File: src/rtl/i2cm_pkg.sv
package i2cm_pkg;

  // one-cycle line events derived from the sampled bus
  typedef struct packed {
    logic start;
    logic stop;
    logic scl_rise;
  } line_ev_t;

endpackage

File: src/rtl/i2cm_rst_sync.sv
module i2cm_rst_sync #(
  parameter int STAGES = 2
) (
  input  logic clk,
  input  logic rst_n,
  output logic rst_q_n
);

  logic [STAGES-1:0] chain_q;
  logic [STAGES-1:0] chain_d;

  always_comb begin
    chain_d = {chain_q[STAGES-2:0], 1'b1};
  end

  always_ff @(posedge clk or negedge rst_n) begin
    if (!rst_n) chain_q <= '0;
    else        chain_q <= chain_d;
  end

  assign rst_q_n = chain_q[STAGES-1];

endmodule

File: src/rtl/i2cm_line_events.sv
module i2cm_line_events
  import i2cm_pkg::*;
(
  input  logic     clk,
  input  logic     rst_n,
  input  logic     scl_i,
  input  logic     sda_i,
  output logic     sda_s,
  output line_ev_t ev
);

  logic scl_s, scl_p, sda_p;
  logic scl_s_d, sda_s_d, scl_p_d, sda_p_d;

  always_comb begin
    scl_s_d = scl_i;
    sda_s_d = sda_i;
    scl_p_d = scl_s;
    sda_p_d = sda_s;
  end

  // idle bus is high on both lines
  always_ff @(posedge clk or negedge rst_n) begin
    if (!rst_n) begin
      scl_s <= 1'b1;
      sda_s <= 1'b1;
      scl_p <= 1'b1;
      sda_p <= 1'b1;
    end else begin
      scl_s <= scl_s_d;
      sda_s <= sda_s_d;
      scl_p <= scl_p_d;
      sda_p <= sda_p_d;
    end
  end

  always_comb begin
    ev.start    = scl_p & scl_s & sda_p & ~sda_s;
    ev.stop     = scl_p & scl_s & ~sda_p & sda_s;
    ev.scl_rise = ~scl_p & scl_s;
  end

endmodule

File: src/rtl/i2cm_shifter.sv
module i2cm_shifter #(
  parameter int BYTE_W = 8
) (
  input  logic              clk,
  input  logic              rst_n,
  input  logic              restart,
  input  logic              active,
  input  logic              scl_rise,
  input  logic              sda,
  output logic              byte_done,
  output logic [BYTE_W-1:0] byte_val,
  output logic              ack_stb,
  output logic              ack_bit
);

  localparam int CNT_W = $clog2(BYTE_W + 1);
  localparam logic [CNT_W-1:0] ACK_POS  = CNT_W'(BYTE_W);
  localparam logic [CNT_W-1:0] LAST_POS = CNT_W'(BYTE_W - 1);

  logic [CNT_W-1:0]  cnt_q, cnt_d;
  logic [BYTE_W-2:0] sh_q, sh_d;
  logic              clk_en;

  assign clk_en = restart | (active & scl_rise);

  always_comb begin
    cnt_d = cnt_q;
    sh_d  = sh_q;
    if (restart) begin
      cnt_d = '0;
    end else if (cnt_q == ACK_POS) begin
      cnt_d = '0;
    end else begin
      cnt_d = cnt_q + 1'b1;
      sh_d  = {sh_q[BYTE_W-3:0], sda};
    end
  end

  always_ff @(posedge clk or negedge rst_n) begin
    if (!rst_n) begin
      cnt_q <= '0;
      sh_q  <= '0;
    end else if (clk_en) begin
      cnt_q <= cnt_d;
      sh_q  <= sh_d;
    end
  end

  assign byte_val  = {sh_q, sda};
  assign byte_done = active & scl_rise & ~restart & (cnt_q == LAST_POS);
  assign ack_stb   = active & scl_rise & ~restart & (cnt_q == ACK_POS);
  assign ack_bit   = sda;

endmodule

File: src/rtl/i2cm_addr_cmp.sv
module i2cm_addr_cmp #(
  parameter int ADDR_W = 7
) (
  input  logic [ADDR_W:0]   rx_byte,
  input  logic [ADDR_W-1:0] own_addr,
  output logic              own_hit,
  output logic              gc_hit
);

  logic [ADDR_W-1:0] bit_eq;

  for (genvar i = 0; i < ADDR_W; i++) begin : g_eq
    assign bit_eq[i] = rx_byte[i+1] ~^ own_addr[i];
  end

  assign own_hit = &bit_eq;
  assign gc_hit  = ~|rx_byte;

endmodule

File: src/rtl/i2c_bus_status_mon.sv
module i2c_bus_status_mon
  import i2cm_pkg::*;
#(
  parameter int ADDR_W = 7
) (
  input  logic              clk,
  input  logic              rst_n,
  input  logic              scl_i,
  input  logic              sda_i,
  input  logic [ADDR_W-1:0] own_addr_i,
  input  logic              clr_i,
  output logic              busy_o,
  output logic              rep_start_o,
  output logic              addressed_o,
  output logic              gen_call_o,
  output logic              first_byte_o,
  output logic              dir_o,
  output logic              ack_o,
  output logic              irq_o
);

  localparam int BYTE_W = ADDR_W + 1;

  logic              rst_q_n;
  logic              sda_s;
  line_ev_t          ev;
  logic              start_ev, stop_ev, rise_ev;
  logic              byte_done, ack_stb, ack_bit;
  logic [BYTE_W-1:0] byte_val;
  logic              own_hit, gc_hit;

  logic busy_q, rsc_q, addr_q, gc_q, first_q, dir_q, ack_q, irq_q;
  logic busy_d, rsc_d, addr_d, gc_d, first_d, dir_d, ack_d, irq_d;

  i2cm_rst_sync #(.STAGES(2)) u_rst (
    .clk(clk), .rst_n(rst_n), .rst_q_n(rst_q_n)
  );

  i2cm_line_events u_lev (
    .clk(clk), .rst_n(rst_q_n), .scl_i(scl_i), .sda_i(sda_i),
    .sda_s(sda_s), .ev(ev)
  );

  assign start_ev = ev.start;
  assign stop_ev  = ev.stop;
  assign rise_ev  = ev.scl_rise;

  i2cm_shifter #(.BYTE_W(BYTE_W)) u_shift (
    .clk(clk), .rst_n(rst_q_n),
    .restart(start_ev | stop_ev), .active(busy_q),
    .scl_rise(rise_ev), .sda(sda_s),
    .byte_done(byte_done), .byte_val(byte_val),
    .ack_stb(ack_stb), .ack_bit(ack_bit)
  );

  i2cm_addr_cmp #(.ADDR_W(ADDR_W)) u_cmp (
    .rx_byte(byte_val), .own_addr(own_addr_i),
    .own_hit(own_hit), .gc_hit(gc_hit)
  );

  // next-state for the status set
  always_comb begin
    busy_d  = busy_q;
    rsc_d   = rsc_q;
    addr_d  = addr_q;
    gc_d    = gc_q;
    first_d = first_q;
    dir_d   = dir_q;
    ack_d   = ack_q;
    irq_d   = irq_q;

    if (start_ev) begin
      busy_d  = 1'b1;
      first_d = 1'b1;
      addr_d  = 1'b0;
      gc_d    = 1'b0;
    end else if (stop_ev) begin
      busy_d  = 1'b0;
      first_d = 1'b0;
      addr_d  = 1'b0;
      gc_d    = 1'b0;
    end else begin
      if (byte_done && first_q) begin
        addr_d = own_hit;
        gc_d   = gc_hit;
        dir_d  = byte_val[0];
      end
      if (ack_stb) begin
        ack_d   = ack_bit;
        first_d = 1'b0;
      end
    end

    if (clr_i) begin
      rsc_d = 1'b0;
      irq_d = 1'b0;
    end
    if (start_ev && busy_q) begin
      rsc_d = 1'b1;
      irq_d = 1'b1;
    end
    if (ack_stb && (addr_q || gc_q)) begin
      irq_d = 1'b1;
    end
  end

  always_ff @(posedge clk or negedge rst_q_n) begin
    if (!rst_q_n) begin
      busy_q  <= 1'b0;
      rsc_q   <= 1'b0;
      addr_q  <= 1'b0;
      gc_q    <= 1'b0;
      first_q <= 1'b0;
      dir_q   <= 1'b0;
      ack_q   <= 1'b0;
      irq_q   <= 1'b0;
    end else begin
      busy_q  <= busy_d;
      rsc_q   <= rsc_d;
      addr_q  <= addr_d;
      gc_q    <= gc_d;
      first_q <= first_d;
      dir_q   <= dir_d;
      ack_q   <= ack_d;
      irq_q   <= irq_d;
    end
  end

  assign busy_o       = busy_q;
  assign rep_start_o  = rsc_q;
  assign addressed_o  = addr_q;
  assign gen_call_o   = gc_q;
  assign first_byte_o = first_q;
  assign dir_o        = dir_q;
  assign ack_o        = ack_q;
  assign irq_o        = irq_q;

endmodule

File: config.mk
export PLATFORM = sky130hd
export DESIGN_NAME = i2c_bus_status_mon
export DESIGN_NICKNAME = d
export VERILOG_FILES = /design/src/rtl/i2cm_pkg.sv /design/src/rtl/i2cm_rst_sync.sv /design/src/rtl/i2cm_line_events.sv /design/src/rtl/i2cm_shifter.sv /design/src/rtl/i2cm_addr_cmp.sv /design/src/rtl/i2c_bus_status_mon.sv
export SDC_FILE = /design/constraint.sdc
export NUM_CORES = 1
export LEC_CHECK = 0
export ABC_AREA = 1
export BUFFER_PORTS_ARGS = -buffer_cell sky130_fd_sc_hd__buf_2
export CORE_MARGIN = 2
export CORE_UTILIZATION = 58
export CTS_BUF_LIST = sky130_fd_sc_hd__clkbuf_8
export DETAILED_ROUTE_END_ITERATION = 8
export PLACE_DENSITY = 0.81
export SLEW_MARGIN = 20
export SYNTH_ARGS = -nofsm -noshare
export SYNTH_HDL_FRONTEND = slang
export SYNTH_HIERARCHICAL = 1
export SYNTH_SLANG_ARGS = --single-unit
File: constraint.sdc
create_clock -name clk -period 1 [get_ports clk]
set_input_delay 0.1 -clock clk [delete_from_list [all_inputs] [get_ports clk]]
set_output_delay 0.1 -clock clk [all_outputs]
set_load 0.05 [all_outputs]
==> out/qor.txt, run 1 <==
================================================================================
Result of the run ................................................. stopped before the end
Stage where the flow stopped ......................................      5_1_grt
Error that ended the run .......................................... [ERROR DPL-0033] detailed placement checks failed during check placement.
Number of placed I/O pins .........................................           20
# rows ............................................................           16
Die W .............................................................     50.68 um
Number of buffers on the longest clock path .......................            2
Buffer cell driving the clock tree root ........................... sky130_fd_sc_hd__clkbuf_8
Vertical extent of the die ........................................     50.68 um
GR repair worst EP ................................................ dir_o$_DFFE_PN0P_/D
Quantity of I/O buffers inserted on ports .........................           19
Avg Synthesized Cell Area .........................................  7.801 sq um
Instance area after placement .....................................   1526 sq um
Number of antenna violations at the first check in global routing .            0
Initial Util ......................................................       63.13%
Total of flip-flops plus latches after synthesis ..................           25
Last weighted congestion value of the routability-driven placer ...       0.8286
Net count after synthesis .........................................          176
Largest net degree at the start of global routing .................           17
Type of the worst endpoint after the last repair .................. sequential cell input
Distinct cell type count after synthesis ..........................           24
Sequential share of the synthesized area ..........................       49.90%
HPWL after detailed placement .....................................      2024 um
Synth warnings ....................................................            6
Cells after synthesis .............................................          162
Netlist Area Pre-Place ............................................   1264 sq um
H-tree depth ......................................................            1
Number of buffers inserted during clock tree synthesis ............            3
Sink Count ........................................................           25
================================================================================
## Yosys cell counts, drive strengths merged
library cell | n | area [sq um]
nand2 | 67 | 264.0
nand3 | 14 | 85.08
o21ai | 5 | 28.78
nor2 | 12 | 60.06
dfrtp | 21 | 525.5
nand3b | 1 | 7.510
nand4 | 1 | 6.260
inv | 26 | 97.59
o22ai | 1 | 6.260
xnor2 | 1 | 8.760
buf | 3 | 26.27
ha | 2 | 25.02
nor3 | 2 | 10.01
conb | 1 | 3.750
clkinv | 1 | 3.750
dfstp | 4 | 105.1
## cell families after synthesis
kind of cell	Yosys count	share of synthesized area, %
AOI/OAI and AO/OA	6	2.773
and+or+nand+nor	97	34.26
other	1	0.2967
DFF	25	49.90
adders and majority gates	2	1.980
buffers and inverters	30	10.10
xor gates and xnor gates	1	0.6932
## what timing repair did
| item | CTS |
|---|---|
| setup buffers | 11 |
| endpoints found under the setup margin | 24 |
| hold endpoints to repair | 4 |
| pin swaps | 12 |
| hold buffers | 3 |
| gates resized for setup | 31 |
| cloned | 2 |
## per-stage QoR
step	cells	setup WS (ps)	utilization, %
floorplan	162	-723.2	-
global placement	223	-544.6	76.25
detailed placement	223	-615.1	76.25
CTS	242	-644.1	89.25
==> run 2: changes to the inputs <==
--- a/config.mk
+++ b/config.mk
@@ -7,11 +7,10 @@
 export LEC_CHECK = 0
 export ABC_AREA = 1
 export BUFFER_PORTS_ARGS = -buffer_cell sky130_fd_sc_hd__buf_2
-export CORE_MARGIN = 2
-export CORE_UTILIZATION = 58
-export CTS_BUF_LIST = sky130_fd_sc_hd__clkbuf_8
+export CORE_AREA = 2 2 63 65
 export DETAILED_ROUTE_END_ITERATION = 8
-export PLACE_DENSITY = 0.81
+export DIE_AREA = 0 0 65 67
+export PLACE_DENSITY_LB_ADDON = 0.15
 export SLEW_MARGIN = 20
 export SYNTH_ARGS = -nofsm -noshare
 export SYNTH_HDL_FRONTEND = slang
==> run 2 against run 1 <==
  * The flow now finishes, with violations (negative setup slack)
  * Synthesized cell count unchanged
  * Synthesized area unchanged
==> out/qor.txt, run 2 <==
======================================================================================
Synth warnings ..........................................................            6   unchanged
First-pass GRT wire length ..............................................      5023 um
Sequential share of the synthesized area ................................       49.90%   unchanged
Predominant post-synthesis flop cell .................................... sky130_fd_sc_hd__dfrtp_1
Largest reg by FF count ................................................. u_shift/sh_q
Final Skew ..............................................................     3.641 ps
Sink Count ..............................................................           25   unchanged
HPWL after detailed placement ...........................................      1956 um   -3.4%
H-tree depth ............................................................            1   unchanged
N_diodes ................................................................            0
Max rail drop VDD .......................................................    0.6774 mV
Initial Util ............................................................       35.05%   -28 points
Final worst path period share ...........................................       155.3%
Total of flip-flops plus latches after synthesis ........................           25   unchanged
TritonCTS clock tree ....................................................         done
Vertical extent of the die ..............................................        67 um   +32%
Distinct cell type count after synthesis ................................           24   unchanged
Number of buffers inserted during clock tree synthesis ..................            3   unchanged
Final setup violating endpoints .........................................           20
Per-cell routed wire length .............................................     11.26 um
Number of buffers on the longest clock path .............................            2   unchanged
Overall die area ........................................................   4355 sq um
Critical-path cell list ................................................. inv_2 -> nand2_4 -> nor2_4 -> nor2_4 -> inv_4 -> clkinv_4 -> nand3_4 -> buf_6 -> nor2_4 -> nand2_1 -> o21ai_1
Commonest non-fill, non-tap cell in the layout .......................... sky130_fd_sc_hd__nand2_1
Largest registers in the final layout ................................... u_shift/sh_q (7), u_shift/cnt_q (4), u_rst/chain_q (2)
Skew-Pair Late Insertion Delay ..........................................       260 ps
Number of enable-type register cells in the synthesized netlist .........            0   unchanged
Final Util ..............................................................       51.63%
Startpoint type of the worst setup path .................................    flip-flop
Area share of the largest cell type after synthesis .....................       41.58%   unchanged
Number of DRC violations after detailed routing .........................            0
Result of the run ....................................................... finished with violations
Maximum fanout along the worst path .....................................            8
Netlist Area Pre-Place ..................................................   1264 sq um   unchanged
Die W ...................................................................        65 um   +28%
Gate family responsible for the most delay along the worst path ......... simple AND/OR/NAND/NOR gates
Most common cell in the netlist ......................................... sky130_fd_sc_hd__nand2_1
Top cell type by total area after synthesis ............................. sky130_fd_sc_hd__dfrtp_1
Cells after synthesis ...................................................          162   unchanged
Final count of hold timing violations ...................................            0
# rows ..................................................................           22   +6
Area growth from synthesis to layout ....................................       47.33%
Detailed-route wire length ..............................................      2927 um
Avg Synthesized Cell Area ...............................................  7.801 sq um   unchanged
Critical Path Sink Type .................................................    flip-flop
Top cells by instance count after synthesis ............................. sky130_fd_sc_hd__nand2_1 (64), sky130_fd_sc_hd__inv_1 (26), sky130_fd_sc_hd__dfrtp_1 (21)
Required time at the worst-slack endpoint ...............................      1200 ps
Total Nets Final ........................................................          227
Data arrival time of the critical path ..................................      1750 ps
Leak .................................................................... 0.0009573 uW
Total number of vias ....................................................         1138
Quantity of I/O buffers inserted on ports ...............................           19   unchanged
Number of placed I/O pins ...............................................           20   unchanged
Reg clk slew, reported paths ............................................        90 ps
1st-iter DRT viols ......................................................           41
Final worst path period need ............................................      1553 ps
Most used cell along the critical path .................................. sky130_fd_sc_hd__nor2_4
Buf+Inv Stages, Crit Path ...............................................            4
Net count after synthesis ...............................................          176   unchanged
Area contributors post-synth ............................................ sky130_fd_sc_hd__dfrtp_1 (42%), sky130_fd_sc_hd__nand2_1 (19%), sky130_fd_sc_hd__dfstp_2 (8.3%)
Buffer cell driving the clock tree root ................................. sky130_fd_sc_hd__clkbuf_8
Final Worst Setup Slack .................................................    -553.2 ps
Number of filler instances in the final layout ..........................          352
Slowest cell delay on critical path .....................................       550 ps
Largest net degree at the start of global routing .......................           24
Async set-or-reset flop fraction in the synthesized netlist .............       100.0%   unchanged
Via-to-Cell Ratio .......................................................        4.377
Worst slack at placement ................................................    -643.9 ps   -28.82 ps
Max reg flops ...........................................................            7
Worst Hold Class ........................................................       in2reg
Combined global-route utilization of all metal layers ...................       14.93%
PwrDens ................................................................. 1584 nW/um^2
Unrepaired setup endpoints after global routing .........................          yes
Commonest cells after routing, fill and taps aside ...................... sky130_fd_sc_hd__nand2_1 (58), sky130_fd_sc_hd__inv_1 (22), sky130_fd_sc_hd__dfrtp_1 (20), sky130_fd_sc_hd__buf_4 (20), sky130_fd_sc_hd__buf_2 (12)
Last weighted congestion value of the routability-driven placer .........       0.8036   -3.0%
Maximum clock frequency .................................................    643.8 MHz
Max Transition Viols Final ..............................................            0
Library cell contributing the largest single delay on the critical path . sky130_fd_sc_hd__dfstp_2
Total global routing overflow ...........................................            0
Number of global-route vias before repair ...............................         1163
Number of antenna violations at the first check in global routing .......            0
Core footprint ..........................................................   3606 sq um
Violations in the final reports ......................................... negative setup slack
Number of max-cap violations ............................................            0
Count of TritonRoute iterations in the first routing pass ...............            4
Layout cell share with drive strength beyond 1 ..........................       41.04%
Routed Antenna Nets .....................................................            0
Category of the critical setup timing path ..............................      reg2reg
======================================================================================
==> run 2: final cells by class <==
type                       count  area [sq um]  share of cell area [%]
clock buffer                   4         45.04                   2.419
inverter                      27         111.4                   5.981
multi-input combinational    108         630.6                   33.87
sequential                    25         631.9                   33.94
tap                           48         60.06                   3.226
timing repair buffer          48         382.9                   20.56
==> run 2: metrics by stage <==
step	setup TNS, ps	instances	hold WS (ps)	power, uW	instance area [sq um]
3_3_place_gp	-8942	245	-115.0	2196	1560
5_1_grt	-11280	260	88.30	3167	1862
2_1_floorplan	-8600	162	-195.6	1882	1289
4_1_cts	-10260	258	91.49	2917	1759
3_5_place_dp	-9552	245	-113.1	2214	1560
6_report	-9207	260	88.13	2949	1862
==> run 2: logic make-up (layout without fill, tap and decap cells) <==
group           count (synthesis)  after routing  synth area share, %
xor+xnor                        1              1               0.6932
buf+inv                        30             79                10.10
compound gates                  6              6                2.773
other cells                     1              1               0.2967
simple gates                   97             98                34.26
flops                          25             25                49.90
fa+ha+maj                       2              2                1.980
==> run 2: timing repair <==
item                       4_1_cts  5_1_grt
pin swaps                        9       11
hold endpoints to repair         4        0
setup buffers                    7        4
hold buffers                     3        0
cloned                           2        0
setup endpoints to repair       23       27
resized for setup               24       28
==> run 2: path summary, 6_finish.rpt <==
check | endpoint | start | slack [ps] | cells past startpoint
hold reg to reg | u_shift/cnt_q[0]$_DFFE_PN0P_ | u_rst/chain_q[1]$_DFF_PN0_ | 230 | 1
min in group asynchronous | u_rst/chain_q[1]$_DFF_PN0_ | rst_n | 140 | 2
hold / removal | irq_o$_DFFE_PN0P_ | clr_i | 90 | 4
max in group asynchronous | u_lev/sda_s$_DFF_PN1_ | u_rst/chain_q[1]$_DFF_PN0_ | 480 | 1
setup / recovery | u_shift/sh_q[5]$_DFFE_PN0P_ | u_lev/sda_p$_DFF_PN1_ | -550 | 11
setup reg to reg | u_shift/sh_q[5]$_DFFE_PN0P_ | u_lev/sda_p$_DFF_PN1_ | -550 | 11
==> run 2: per-layer routing <==
layer / vias up / global-route usage [%] / wire length, um
li1: 586 / - / -
met1: 531 / 18.95 / 1345
met2: 19 / 26.68 / 1484
met3: 2 / 1.520 / 78
met4: 0 / 4.521 / 19
met5: - / 0 / 0
==> run 2: power breakdown <==
part | switching (uW) | internal, uW
clock | 323 | 285
sequential | 162 | 1190
combinational | 528 | 462
==> run 2: tightest hold or removal path, cell delays in order <==
cell and delay [ps]:
sky130_fd_sc_hd__buf_2 70, sky130_fd_sc_hd__inv_1 40, sky130_fd_sc_hd__nand2_1 50, sky130_fd_sc_hd__nand3_1 50
No activity file was read; power rests on OpenSTA's default activity.
